### config.mk
export PLATFORM = sky130hd
export DESIGN_NAME = spi_boot_loader
export DESIGN_NICKNAME = d
export VERILOG_FILES = /design/src/rtl/spi_boot_loader.sv
export SDC_FILE = /design/constraint.sdc
export NUM_CORES = 1
export LEC_CHECK = 0
export ABC_AREA = 0
export BUFFER_PORTS_ARGS = -buffer_cell sky130_fd_sc_hd__buf_2
export CAP_MARGIN = 20
export CELL_PAD_IN_SITES_DETAIL_PLACEMENT = 1
export CELL_PAD_IN_SITES_GLOBAL_PLACEMENT = 1
export CORE_UTILIZATION = 30
export DETAILED_ROUTE_END_ITERATION = 6
export HOLD_SLACK_MARGIN = 0.12
export PLACE_DENSITY_LB_ADDON = 0.1
export SYNTH_ARGS = -nofsm -noshare
export SYNTH_HDL_FRONTEND = slang
export SYNTH_SLANG_ARGS = --single-unit
### constraint.sdc
create_clock -name clk -period 2.5 [get_ports clk]
set_input_delay 0.25 -clock clk [delete_from_list [all_inputs] [get_ports clk]]
set_output_delay 0.25 -clock clk [all_outputs]
set_load 0.005 [all_outputs]
### src/rtl/spi_boot_loader.sv
module spi_boot_loader #(
  parameter logic [31:0] SIGNATURE = 32'h4254_4C44,
  parameter int SCLK_HALF = 4,
  parameter int CS_GAP    = 4,
  parameter int MAX_BYTES = 65536
) (
  input  logic        clk,
  input  logic        rst_n,
  input  logic        start,
  input  logic        boot_strap,
  input  logic        spi_miso,
  output logic        spi_sclk,
  output logic        spi_cs_n,
  output logic        spi_mosi,
  output logic [1:0]  mem_space,
  output logic [15:0] mem_addr,
  output logic [15:0] mem_data,
  output logic        mem_we,
  output logic        done,
  output logic        skipped,
  output logic        error,
  output logic [15:0] exec_addr
);
  localparam int DIV_W = $clog2(SCLK_HALF + 1);
  localparam int CNT_W = $clog2(MAX_BYTES + 1);
  localparam int GAP_W = $clog2(CS_GAP + 1);

  typedef enum logic [2:0] {ST_IDLE, ST_HDR, ST_PROBE, ST_GAP, ST_REC, ST_END} st_t;
  st_t st;

  logic [DIV_W-1:0] div;
  logic             busy, sclk_q, bdone;
  logic [2:0]       bitn;
  logic [7:0]       txr, rxr, next_tx;
  logic [1:0]       hidx, hlast, pcnt;
  logic             probing, a24, half;
  logic [23:0]      pr;
  logic [GAP_W-1:0] gap;
  logic [2:0]       fld;
  logic [7:0]       rtype, alo, lo;
  logic [15:0]      rlen, waddr;
  logic [CNT_W-1:0] nbytes;

  assign hlast    = a24 ? 2'd3 : 2'd2;
  assign next_tx  = (st != ST_HDR) ? 8'h00 :
                    (hidx == 2'd0) ? 8'h03 :
                    (!probing && hidx == hlast) ? 8'h04 : 8'h00;
  wire   tick     = busy && (div == DIV_W'(SCLK_HALF - 1));
  wire   kick     = !busy && !bdone && (st == ST_HDR || st == ST_PROBE || st == ST_REC);
  assign spi_sclk = sclk_q;
  assign spi_mosi = txr[7];

  always_ff @(posedge clk or negedge rst_n) begin
    if (!rst_n) begin
      div <= '0; busy <= 1'b0; sclk_q <= 1'b0; bdone <= 1'b0;
      bitn <= '0; txr <= '0; rxr <= '0;
    end else begin
      bdone <= 1'b0;
      if (kick) begin
        busy <= 1'b1; txr <= next_tx; bitn <= '0; div <= '0;
      end else if (busy) begin
        div <= tick ? '0 : DIV_W'(div + 1'b1);
        if (tick) begin
          if (!sclk_q) begin
            sclk_q <= 1'b1;
            rxr    <= {rxr[6:0], spi_miso};
          end else begin
            sclk_q <= 1'b0;
            if (bitn == 3'd7) begin
              busy <= 1'b0; bdone <= 1'b1;
            end else begin
              bitn <= bitn + 3'd1;
              txr  <= {txr[6:0], 1'b0};
            end
          end
        end
      end
    end
  end

  always_ff @(posedge clk or negedge rst_n) begin
    if (!rst_n) begin
      st <= ST_IDLE; spi_cs_n <= 1'b1; hidx <= '0; pcnt <= '0;
      probing <= 1'b0; a24 <= 1'b0; half <= 1'b0; pr <= '0; gap <= '0;
      fld <= '0; rtype <= '0; alo <= '0; lo <= '0; rlen <= '0; waddr <= '0;
      nbytes <= '0; mem_space <= '0; mem_addr <= '0; mem_data <= '0;
      mem_we <= 1'b0; done <= 1'b0; skipped <= 1'b0; error <= 1'b0;
      exec_addr <= '0;
    end else begin
      mem_we <= 1'b0;
      case (st)
        ST_IDLE: if (start) begin
          if (boot_strap) begin
            st <= ST_HDR; spi_cs_n <= 1'b0; hidx <= '0; probing <= 1'b1; a24 <= 1'b0;
          end else begin
            skipped <= 1'b1; st <= ST_END;
          end
        end
        ST_HDR: if (bdone) begin
          if (hidx == hlast) begin
            st <= probing ? ST_PROBE : ST_REC; pcnt <= '0;
          end else hidx <= hidx + 2'd1;
        end
        ST_PROBE: if (bdone) begin
          pr   <= {pr[15:0], rxr};
          pcnt <= pcnt + 2'd1;
          if (pcnt == 2'd3) begin
            spi_cs_n <= 1'b1; gap <= '0; probing <= 1'b0;
            if ({pr, rxr} == SIGNATURE) begin
              a24 <= 1'b0; st <= ST_GAP;
            end else if ({pr[15:0], rxr} == SIGNATURE[31:8]) begin
              a24 <= 1'b1; st <= ST_GAP;
            end else begin
              skipped <= 1'b1; st <= ST_END;
            end
          end
        end
        ST_GAP: begin
          gap <= GAP_W'(gap + 1'b1);
          if (gap == GAP_W'(CS_GAP - 1)) begin
            spi_cs_n <= 1'b0; hidx <= '0; fld <= '0; nbytes <= '0; st <= ST_HDR;
          end
        end
        ST_REC: if (bdone) begin
          nbytes <= CNT_W'(nbytes + 1'b1);
          case (fld)
            3'd0: begin rtype <= rxr;       fld <= 3'd1; end
            3'd1: begin rlen[7:0]  <= rxr;  fld <= 3'd2; end
            3'd2: begin rlen[15:8] <= rxr;  fld <= 3'd3; end
            3'd3: begin alo <= rxr;         fld <= 3'd4; end
            3'd4: begin
              if (rtype == 8'd3) begin
                exec_addr <= {rxr, alo}; done <= 1'b1; spi_cs_n <= 1'b1; st <= ST_END;
              end else begin
                waddr <= {rxr, alo}; half <= 1'b0;
                fld   <= (rlen == 16'd0) ? 3'd0 : 3'd5;
              end
            end
            default: begin
              rlen <= rlen - 16'd1;
              if (rlen == 16'd1) fld <= 3'd0;
              if (rtype < 8'd3) begin
                if (!half) begin
                  lo <= rxr; half <= 1'b1;
                  if (rlen == 16'd1) begin
                    mem_we <= 1'b1; mem_data <= {8'h00, rxr}; mem_addr <= waddr;
                    mem_space <= rtype[1:0]; waddr <= waddr + 16'd1;
                  end
                end else begin
                  half <= 1'b0;
                  mem_we <= 1'b1; mem_data <= {rxr, lo}; mem_addr <= waddr;
                  mem_space <= rtype[1:0]; waddr <= waddr + 16'd1;
                end
              end
            end
          endcase
          if (!(fld == 3'd4 && rtype == 8'd3) && nbytes == CNT_W'(MAX_BYTES - 1)) begin
            error <= 1'b1; spi_cs_n <= 1'b1; st <= ST_END;
          end
        end
        default: ;
      endcase
    end
  end

  assert_skip_quiet_R1: assert property (@(posedge clk) disable iff (!rst_n)
    skipped |-> spi_cs_n);
  assert_sclk_idle_R2: assert property (@(posedge clk) disable iff (!rst_n)
    spi_cs_n |-> !spi_sclk);
  assert_write_space_R6: assert property (@(posedge clk) disable iff (!rst_n)
    mem_we |-> mem_space != 2'd3);
  assert_write_pulse_R7: assert property (@(posedge clk) disable iff (!rst_n)
    mem_we |=> !mem_we);
  assert_no_write_after_exec_R9: assert property (@(posedge clk) disable iff (!rst_n)
    done |-> !mem_we);
  assert_single_outcome_R11: assert property (@(posedge clk) disable iff (!rst_n)
    $onehot0({done, skipped, error}));
  assert_outcome_sticky_R11: assert property (@(posedge clk) disable iff (!rst_n)
    (done || skipped || error) |=> $stable({done, skipped, error, exec_addr}));
endmodule

==> impl_metrics.tcl <==
set metrics [dict create \
    grt_pass1_wl_um 41100 \
    area_growth_pct 17.7 \
    finalSetupViolations 0 \
    fillerInstances 3239 \
    die_y_um 177 \
    clk_pin_slew_ps 70 \
    dr.pass1.iters 4 \
    portBuffers 61 \
    path_buf_inv 0 \
    cts_setup_buffers 0 \
    final_layout_size_suffix_gt1_share_pct 28.1 \
    hold_class "input pin to flip-flop" \
    critPathLaunchType "flip-flop" \
    final_nets 919 \
    cts.sinks 193 \
    via_per_inst 5.21 \
    core_area_um2 29900 \
    drt_iter0_drc 225 \
    ctsHoldBuffers 3 \
    cp_slowest_stage_delay_ps 580 \
    ir_worst_vdd_mv 0.460 \
    slowest_stage "or4_4" \
    grt-ovfl-total 0 \
    finalHoldViolations 0 \
    instances_no_fill 1304 \
    final_cell_mix "dfrtp_1 (192), mux2_2 (83), buf_2 (60)" \
    ios 62 \
    cts_tree "yes" \
    antenna_found_initial 0 \
    fp.dieW_um 177 \
    maxCapViolCount 0 \
    path_max_fanout 5 \
    final_common_cell "dfrtp_1" \
    path_class "flip-flop to flip-flop" \
    fp-row-count 63 \
    drv_slew 0 \
    relSlewSlack_pct 47.8 \
    syn-cell-area_um2 9200 \
    fin_worst_skew_ps 12.2 \
    cts_buffers 17 \
    crit_chain "or4_4 > nor4_4 > o31ai_2 > nor3_4 > mux2_1" \
    post-route-drc-count 0 \
    htree_num_levels 4 \
    grt_pass1_vias 7454 \
    wl_um 24800 \
    async_flop_share_pct 100 \
    leakage_nw 5.13 \
    worst_slew_pin_slew_ps 777 \
    die_area_um2 31400 \
    ys_ff_latch 193 \
    cts_resized 0 \
    power_density_nw_per_um2 570 \
    diodes 0 \
    ctsLongestPathBuffers 2 \
    initial_core_util_pct 30.8 \
    routedWlPerCell_um 19.0 \
    globalplace.congestion 0.772 \
    fmax_mhz 423 \
    clock_latency_ps 450 \
    ant_nets 0 \
    synthDistinctLibCells 79 \
    min_period_ps 2370 \
    synthCells 821 \
    cp_top_family "simple AND/OR/NAND/NOR gates" \
    rsz0062_at_grt "no" \
    synth_nets 838 \
    placedCellCount 1269 \
    synth.avg_cell_area_um2 11.2 \
    clockRootBuffer "clkbuf_16" \
    synth-seq-area-share_pct 52.5 \
    grt_use_total_pct 17.0 \
    required_ps 2830 \
    post-route-period-util_pct 94.6 \
    dp_hpwl_um 16800 \
    status "complete, no violations" \
    critPathCaptureType "flip-flop" \
    cp.arrival_ps 2700 \
    ys_warn_count 0 \
    synth_edf_count 0 \
    fin_setup_tns_ps 0 \
    grt_max_degree 65 \
    yosys_most_used_dff "dfrtp_1" \
    routed-via-count 6800 \
]
## flip-flops by register name (all words and copies together) (netlist names), 2 cells and up
| name | flops |
|---|---|
| alo | 8 |
| bitn | 3 |
| div | 3 |
| exec_addr | 16 |
| fld | 3 |
| gap | 3 |
| hidx | 2 |
| lo | 8 |
| mem_addr | 16 |
| mem_data | 16 |
| mem_space | 2 |
| nbytes | 17 |
| pcnt | 2 |
| pr | 24 |
| rlen | 16 |
| rtype | 8 |
| rxr | 8 |
| st | 3 |
| txr | 8 |
| waddr | 16 |
## per-layer routing
layer / track usage (%) / part of all wire (%)
met5: 0 / 0
met4: 6.54 / 2.3
met3: 3.52 / 3.2
met2: 27.3 / 47
met1: 22.2 / 47
## logic make-up after synthesis
family,Yosys count,synth area share (%)
xor+xnor,16,1.52
simple gates,252,15.0
fa+ha+maj,12,1.63
mux,111,13.7
flops,193,52.5
compound gates,173,12.7
buf+inv,64,2.95
## cell type report
cell class	instances	area (um2)	area share, %
multi-input combinational	564	4110	37.9
clock buffer	18	439	4.05
clock inverter	13	174	1.61
inverter	15	56.3	0.520
timing repair buffer	111	739	6.82
sequential	193	4830	44.6
tap	390	488	4.50
## stage by stage
| stage | utilization (%) | instance area (um2) | worst slack [ps] | power [W] | hold slack [ps] |
|---|---|---|---|---|---|
| after floorplan | - | 9200 | 331 | 0.00321 | -45.6 |
| after global placement | 34.0 | 10200 | 212 | 0.00332 | 283 |
| after detailed placement | 34.0 | 10200 | 130 | 0.00332 | 301 |
| after CTS | 36.2 | 10800 | 107 | 0.00630 | 151 |
| after global routing | 36.3 | 10800 | 25.3 | 0.00639 | 175 |
| final | 36.3 | 10800 | 134 | 0.00618 | 188 |
## synth_stat cells, types with 5 or more instances
master     number  share of area (%)
dfrtp_1       192                 52
buf_2          16               0.87
clkbuf_1       27                1.1
nor4b_1         5               0.48
nor3_1         27                1.5
mux2_2         83                 10
ha_1           12                1.6
xnor2_1         9               0.86
mux2_4          9                1.5
o22ai_1         9               0.61
inv_1          15               0.61
and4_1          5               0.48
o21ai_0        54                2.9
a31oi_1         9               0.61
mux2i_1        18                2.0
nor4_1          8               0.54
nor2_1         57                2.3
nand2_1        56                2.3
nand3_1        21                1.1
or3_1           8               0.54
nand4_1         8               0.54
a22o_1         14                1.3
and3_1          6               0.41
nand2b_1        6               0.41
a21oi_1        31                1.7
a2bb2oi_1      13                1.2
nor3_2          5               0.54
xor2_1          7               0.67
## final timing paths
check | startpoint | endpoint | slack, ps | cells after the start
setup / recovery | rtype[3] | st[0] | 130 | 5
hold / removal | boot_strap | probing | 190 | 2
setup reg to reg | rtype[3] | st[0] | 130 | 5
hold reg to reg | done | done | 480 | 1
max in group asynchronous | rst_n | spi_cs_n | 1280 | 3
min in group asynchronous | rst_n | nbytes[9] | 370 | 2
## report_power, final
group          leakage [nW]  switching (W)  internal [W]
Sequential             2.65     0.00000298       0.00312
Clock                 0.301        0.00130       0.00162
Combinational          2.18       0.000100     0.0000270
(Power assumes the default switching activity.)
